==> config.mk <==
export PLATFORM = sky130hd
export DESIGN_NAME = can_tstamp_timer
export DESIGN_NICKNAME = d
export VERILOG_FILES = /design/src/rtl/can_tstamp_timer.sv
export SDC_FILE = /design/constraint.sdc
export NUM_CORES = 1
export LEC_CHECK = 0
export BUFFER_PORTS_ARGS = -buffer_cell sky130_fd_sc_hd__buf_4
export CORE_MARGIN = 1
export CORE_UTILIZATION = 40
export CTS_CLUSTER_DIAMETER = 60
export DETAILED_ROUTE_END_ITERATION = 8
export HOLD_SLACK_MARGIN = 0.06
export PLACE_DENSITY_LB_ADDON = 0.12
export REMOVE_ABC_BUFFERS = 1
export SETUP_SLACK_MARGIN = 0.3
export SLEW_MARGIN = 25
export SYNTH_ARGS = -nofsm -noshare
export SYNTH_HDL_FRONTEND = slang
export SYNTH_SLANG_ARGS = --single-unit
==> constraint.sdc <==
create_clock -name clk -period 3.1 [get_ports clk]
set_input_delay 0.62 -clock clk [delete_from_list [all_inputs] [get_ports clk]]
set_output_delay 0.62 -clock clk [all_outputs]
set_load 0.05 [all_outputs]
==> src/rtl/can_tstamp_timer.sv <==
module can_tstamp_timer #(
  parameter int W    = 16,
  parameter int NCMP = 3,
  parameter int AW   = 4,
  parameter int PW   = 6
) (
  input  logic          clk,
  input  logic          rst_n,
  input  logic          wr_en,
  input  logic [AW-1:0] addr,
  input  logic [W-1:0]  wdata,
  output logic [W-1:0]  rdata,
  input  logic          sof,
  input  logic          eof,
  output logic          irq,
  output logic          flush_req
);
  localparam int A_CTRL = 0, A_CNT = 1, A_OFS = 2, A_ACT = 3, A_CMP0 = 4;
  localparam int A_CAP0 = 8, A_CAP1 = 9, A_STAT = 10;
  localparam int AEW = 3 * NCMP;

  logic          run;
  logic [2:0]    psel;
  logic [PW-1:0] pre;
  logic [W-1:0]  cnt, ofs, cap0, cap1;
  logic [W-1:0]  cmp [NCMP];
  logic [AEW-1:0] acten;
  logic [1:0]    capf;
  logic [NCMP-1:0] cmpf, hit, irq_en, rel_en, fl_en;

  wire ctrl_wr = wr_en && addr == AW'(A_CTRL);
  wire cnt_wr  = wr_en && addr == AW'(A_CNT);
  wire st_wr   = wr_en && addr == AW'(A_STAT);
  wire psel_chg = ctrl_wr && wdata[3:1] != psel;

  wire [2:0]  shift = (psel > 3'd6) ? 3'd6 : psel;
  wire [PW:0] mask7 = (PW+1)'(((PW+1)'(1) << shift) - (PW+1)'(1));
  wire [PW-1:0] mask = mask7[PW-1:0];
  wire tick = run && ((pre & mask) == mask);

  always_comb begin
    for (int i = 0; i < NCMP; i++) begin
      hit[i]    = tick && cnt == cmp[i];
      irq_en[i] = acten[3*i];
      rel_en[i] = acten[3*i+1];
      fl_en[i]  = acten[3*i+2];
    end
  end

  wire reload = |(hit & rel_en);
  assign irq = |(cmpf & irq_en);

  always_ff @(posedge clk) begin
    if (!rst_n) begin
      run <= 1'b0;
      psel <= '0;
      pre <= '0;
      cnt <= '0;
      ofs <= '0;
      acten <= '0;
      cap0 <= '0;
      cap1 <= '0;
      capf <= '0;
      cmpf <= '0;
      flush_req <= 1'b0;
      for (int i = 0; i < NCMP; i++) cmp[i] <= '0;
    end else begin
      if (ctrl_wr) begin
        run  <= wdata[0];
        psel <= wdata[3:1];
      end
      pre <= (!run || psel_chg) ? '0 : pre + 1'b1;

      if (cnt_wr)      cnt <= wdata;
      else if (reload) cnt <= ofs;
      else if (tick)   cnt <= cnt + 1'b1;

      if (wr_en && addr == AW'(A_OFS)) ofs <= wdata;
      if (wr_en && addr == AW'(A_ACT)) acten <= wdata[AEW-1:0];
      for (int i = 0; i < NCMP; i++) begin
        if (wr_en && addr == AW'(A_CMP0 + i)) cmp[i] <= wdata;
        cmpf[i] <= hit[i] | (cmpf[i] & ~(st_wr & wdata[2+i]));
      end

      if (sof) cap0 <= cnt;
      if (eof) cap1 <= cnt;
      capf[0] <= sof | (capf[0] & ~(st_wr & wdata[0]));
      capf[1] <= eof | (capf[1] & ~(st_wr & wdata[1]));

      flush_req <= |(hit & fl_en);
    end
  end

  always_comb begin
    rdata = '0;
    case (addr)
      AW'(A_CTRL): rdata = W'({psel, run});
      AW'(A_CNT):  rdata = cnt;
      AW'(A_OFS):  rdata = ofs;
      AW'(A_ACT):  rdata = W'(acten);
      AW'(A_CAP0): rdata = cap0;
      AW'(A_CAP1): rdata = cap1;
      AW'(A_STAT): rdata = W'({cmpf, capf});
      default: begin
        for (int i = 0; i < NCMP; i++)
          if (addr == AW'(A_CMP0 + i)) rdata = cmp[i];
      end
    endcase
  end
endmodule

Word level (Yosys, flattened, before mapping)
Memories as Yosys holds them, arrays and structs flattened. Index checks and enable logic that the tools add are counted.

Add/sub/neg operators: 3. Order comparisons: 1. Eq/ne operators: 14. Shifts and indexed selects: 1. Muxes and demuxes: 21. Bitwise operators: 28. Reductions and logical operators: 21.

Operators with widths (count): two-way mux 16 bit (9); one-hot mux 16 bit (7 select lines) (1); equality test 16 bit (3); adder 16 x 1 -> 16 bit, second input constant (1); logical AND 1 bit (13); equality test 4 x 3 -> 1 bit, second input constant (3); equality test 4 bit, second input constant (3); AND 1 bit (10); two-way mux 1 bit (10); AND 3 bit (3); OR reduction 3 bit (3); equality test 4 x 2 -> 1 bit, second input constant (2); OR 1 bit (8); adder 6 x 1 -> 6 bit, second input constant (1); AND 6 bit (1); equality test 6 bit (1); NOT 1 bit (6); << shifter 1 x 3 -> 6 bit, first input constant (1); subtractor 6 x 2 -> 6 bit, second input constant (1); equality test 4 x 1 -> 1 bit, second input constant (1); logical NOT 4 bit (1); > comparator 3 bit, second input constant (1); two-way mux 3 bit (1); != test 3 bit (1); 4 further kinds (4).

Flip-flop bits (word level): 89. Bits in writable memories: 48. Input bits: 25. Output and inout port bits: 18. Word-level logic and storage cells: 101. Memories: 1.

Memory list: cmp (words 3, bits a word 16, read ports 3, clocked after memory_dff 0, write ports 3, line 26) `logic [W-1:0] cmp [NCMP];`.

Logic depth before layout (Yosys ltp)
Depth after elaboration: 12. Mapped depth: 10. Depth with buffers taken out: 8.

Worst setup path after synthesis
No wires, ideal clock.

Path type: input -> output. Start: input port addr[1]. End: output port rdata[0]. Data arrival time: 2778 ps. Required time: 2480 ps. Setup slack: -298 ps. Stages: 6. Cell sequence: clkbuf_1 -> inv_1 -> nor2_1 -> clkbuf_1 -> a31oi_1 -> o21ai_0.

Longest elaborated chain between the ends: 5. Elaborated cells between the ends (all ways): 14. Those cells by class: 9 x eq/ne; 4 x mux; 1 x reduce/logical.

Ends and longest elaborated chain: from (decl) (line 10) `input logic [AW-1:0] addr,`; equality test 4 x 3 -> 1 bit (line 106) `if (addr == AW'(A_CMP0 + i)) rdata = cmp[i];`; two-way mux 16 bit (3 in series) (line 106); one-hot mux 16 bit (7 select lines) (*) (line 96) `case (addr)`; to (decl) (line 12) `output logic [W-1:0] rdata,`.

Every way passes the cells marked *; elsewhere a longest branch is shown, timed or not.

Worst setup path after layout
Start: input port addr[0]. End: output port rdata[1].

The elaborated chain is that of the path after synthesis.

==> results_tabular.tex <==
\begin{tabular}{lr}
\hline
Metric & Value \\
\hline
\multicolumn{2}{l}{\textbf{Finish}} \\
Nets & 834 \\
Area growth from synthesis to layout & 18.5\% \\
Non-filler cells in the finished layout & 1045 \\
Util after Layout & 48.9\% \\
Post-route cell area & 8480 µm² \\
Number of inserted diodes & 0 \\
Share of final-layout standard cells stronger than drive strength 1 & 15.6\% \\
\multicolumn{2}{l}{\textbf{Routing}} \\
DRC violation count after routing & 0 \\
Antenna Nets Post-Route & 0 \\
First DRT Iteration DRCs & 437 \\
Detail-routed net length per standard cell & 21.4 µm \\
Detailed-router iteration count before antenna repair & 5 \\
Vias & 5964 \\
Detailed-route wire length & 22400 µm \\
Via density & 5.71 \\
\multicolumn{2}{l}{\textbf{Setup path}} \\
Startpoint Class & input pin \\
Crit-path max FO & 19 \\
Required @ worst endpoint & 2.48 ns \\
Dominant cell type by count on the critical path & sky130\_fd\_sc\_hd\_\_buf\_4 \\
Cell breakdown of the critical path & buf\_4 > buf\_4 > nand2\_1 > nor3\_1 > buf\_4 > a21oi\_1 > a31oi\_1 > buf\_4 \\
Slowest stage delay, CP & 0.26 ns \\
Type of the worst setup path & in -> out \\
Arrival time of the worst setup path & 2.10 ns \\
Crit path capture type & primary output \\
Cell with the largest stage delay on the worst path & sky130\_fd\_sc\_hd\_\_buf\_4 \\
\multicolumn{2}{l}{\textbf{Power}} \\
Relative contribution of combinational cells to total power & 9.1\% \\
Leakage power summed over all cells & 0.00303 µW \\
Net switching power & 1110 µW \\
Sw frac & 23.9\% \\
Portion of total power attributed to the clock network & 48.7\% \\
Power consumption & 4670 µW \\
Power density over cell area & 550 nW/µm² \\
Int Pwr & 3550 µW \\
Seq pwr share & 42.2\% \\
Largest voltage drop on the vdd net & 0.000370 V \\
\multicolumn{2}{l}{\textbf{STA}} \\
Worst Slack Setup Final & 0.382 ns \\
Slew at the pin closest to its max-slew limit & 0.941 ns \\
Achievable frequency & 0.368 GHz \\
Largest clock skew in the final design & 0.00829 ns \\
Final Critical Period & 2.72 ns \\
Relative slew slack & 36.8\% \\
Unrepaired setup endpoints after global routing & false \\
Hold Fails Final Rpt & 0 \\
Final clock period utilization by the worst path & 87.7\% \\
Count of endpoints failing setup in the final report & 0 \\
Max-slew violation count & 0 \\
\multicolumn{2}{l}{\textbf{GRT}} \\
Initial antenna violation count & 0 \\
Wire length of the first global-routing pass & 34800 µm \\
GRT Resource Usage Total & 25.9\% \\
Vias in the first global route & 5842 \\
Maximum number of pins on one net before global-route repair & 62 \\
Total congestion overflow after global routing & 0 \\
\multicolumn{2}{l}{\textbf{Logic synthesis}} \\
Post-synth EDFFs & 48 \\
Post-synthesis instance area & 7150 µm² \\
Yosys warning count & 0 \\
Sequential-to-total area share from yosys stat & 45.1\% \\
Ys async rst share & 0\% \\
Predominant post-synthesis flop cell & sky130\_fd\_sc\_hd\_\_dfxtp\_1 \\
Synthesized netlist cell count & 767 \\
Post-synth cell types & 48 \\
Synthesis-stage register bit count & 137 \\
Mapped Avg Cell Area & 9.33 µm² \\
\multicolumn{2}{l}{\textbf{CTS}} \\
Clock network latency to the later pin of the worst-skew pair & 0.43 ns \\
Clock tree sinks & 137 \\
Number of buffers added by the clock tree synthesis step & 17 \\
Clock tree from TritonCTS & built \\
Maximum count of clock buffers along a single path & 2 \\
Maximum level of the CTS H-tree & 4 \\
Clk pin slew, worst setup/hold paths & 0.06 ns \\
CTS root buffer & sky130\_fd\_sc\_hd\_\_clkbuf\_16 \\
\multicolumn{2}{l}{\textbf{Floorplan}} \\
I/O Pins & 43 \\
DIE HEIGHT & 136 µm \\
Initial Utilization & 41.2\% \\
Die Footprint & 18400 µm² \\
Core footprint & 17400 µm² \\
Width of the die & 136 µm \\
Row cnt & 48 \\
\multicolumn{2}{l}{\textbf{Place}} \\
Post-Place Cell Area & 7820 µm² \\
Worst slack after detailed placement & 0.329 ns \\
Placed cell count & 1013 \\
HPWL after detailed placement & 15600 µm \\
Global placement routability congestion & 0.836 \\
I/O Buffers & 42 \\
\multicolumn{2}{l}{\textbf{Hold path}} \\
Kind of path behind the tightest hold check & in -> reg \\
\multicolumn{2}{l}{\textbf{Outcome}} \\
Run status & finished, final reports clean \\
\multicolumn{2}{l}{\textbf{Run}} \\
Number of maximum-capacitance constraint violations & 0 \\
\hline
\end{tabular}
-- per-layer routing --
layer | GRT usage (%) | wire length [µm]
met1 | 33.5 | 10100
met2 | 43.3 | 11000
met3 | 5.09 | 966
met4 | 8.18 | 354
met5 | 0 | 0
-- what timing repair did --
| item | in CTS | in global routing |
|---|---|---|
| hold buffers | 0 | 0 |
| endpoints found under the setup margin | 1 | 2 |
| setup buffers | 0 | 0 |
| resized for setup | 1 | 1 |
-- logic make-up (layout without fill, tap and decap cells) --
logic type | after synthesis | in the layout | share of synthesized area [%]
xor gates and xnor gates | 68 | 68 | 8.32
muxes | 63 | 63 | 9.02
adders and majority gates | 2 | 2 | 0.350
AOI/OAI and AO/OA | 145 | 145 | 13.4
DFF | 137 | 137 | 45.1
buffers and inverters | 69 | 122 | 4.14
and+or+nand+nor | 283 | 283 | 19.7
-- metrics by stage --
step	setup TNS [ns]	hold slack, ns
floorplan	-0.441	0.441
global placement	0	0.463
detailed placement	0	0.480
CTS	0	0.453
global route	0	0.461
finish	0	0.462
-- Yosys cell counts, types with 11 or more instances --
library cell	n	area share (%)
sky130_fd_sc_hd__mux2i_1	60	8.4
sky130_fd_sc_hd__clkbuf_1	35	1.8
sky130_fd_sc_hd__nand4_1	14	1.2
sky130_fd_sc_hd__xnor2_1	57	7.0
sky130_fd_sc_hd__edfxtp_1	48	20
sky130_fd_sc_hd__a21boi_0	25	2.6
sky130_fd_sc_hd__nand2_1	104	5.5
sky130_fd_sc_hd__buf_2	17	1.2
sky130_fd_sc_hd__a22oi_1	19	2.0
sky130_fd_sc_hd__dfxtp_1	89	25
sky130_fd_sc_hd__nor3_1	15	1.0
sky130_fd_sc_hd__a21oi_1	24	1.7
sky130_fd_sc_hd__o21ai_0	38	2.7
sky130_fd_sc_hd__xor2_1	11	1.3
sky130_fd_sc_hd__nand3_1	37	2.6
sky130_fd_sc_hd__and2_1	19	1.7
sky130_fd_sc_hd__nor2b_1	45	3.9
sky130_fd_sc_hd__nor2_1	19	1.0
-- placed cells by master, fill, tap and decap left out, types with 11 or more instances in the layout --
master                      netlist  layout
sky130_fd_sc_hd__nand2_1        104     104
sky130_fd_sc_hd__dfxtp_1         89      88
sky130_fd_sc_hd__buf_4            0      83
sky130_fd_sc_hd__mux2i_1         60      60
sky130_fd_sc_hd__xnor2_1         57      57
sky130_fd_sc_hd__edfxtp_1        48      48
sky130_fd_sc_hd__nor2b_1         45      45
sky130_fd_sc_hd__nand3_1         37      37
sky130_fd_sc_hd__o21ai_0         38      36
sky130_fd_sc_hd__a21boi_0        25      25
sky130_fd_sc_hd__a21oi_1         24      24
sky130_fd_sc_hd__nor2_1          19      19
sky130_fd_sc_hd__a22oi_1         19      19
sky130_fd_sc_hd__and2_1          19      19
sky130_fd_sc_hd__clkbuf_16        0      19
sky130_fd_sc_hd__nand4_1         14      14
sky130_fd_sc_hd__nor3_1          15      12
sky130_fd_sc_hd__xor2_1          11      11
-- layout make-up --
cell class	count	area [µm²]
clock inverter	9	158
inverter	7	26.3
timing repair buffer	83	623
fill	1637	8880
sequential	137	3220
multi-input combinational	561	3670
tap	225	282
clock buffer	23	500
-- registers in the layout (all words and copies together) (netlist names), 2 cells and up --
register and flops:
cap0 16, pre 6, cmp 48, capf 2, acten 9, cnt 16
psel 3, ofs 16, cmpf 3, cap1 16
-- power by group through the flow --
stage,Combinational [µW],Sequential (µW),Clock (µW)
2_1_floorplan,216,2000,0
3_3_place_gp,417,2010,0
3_5_place_dp,420,2010,0
4_1_cts,422,1970,2300
5_1_grt,453,1980,2380
6_report,423,1970,2270
-- path summary, 6_finish.rpt --
kind,start,endpoint,slack (ns),cells after the start
setup reg to reg,cnt[7]$_SDFFE_PN0P_,cnt[9]$_SDFFE_PN0P_,0.44,8
hold reg to reg,ofs[13]$_SDFFE_PN0P_,ofs[13]$_SDFFE_PN0P_,0.49,2
setup / recovery,addr[0],rdata[1],0.38,8
hold / removal,wdata[9],ofs[9]$_SDFFE_PN0P_,0.46,3
-- critical path, delay by kind of cell --
family,cells,cell delay [ns]
AND/OR/NAND/NOR,2,0.25
AO/OA/AOI/OAI,2,0.26
buffers and inverters,4,0.95
Note: power is estimated with default switching activity, not from simulation.
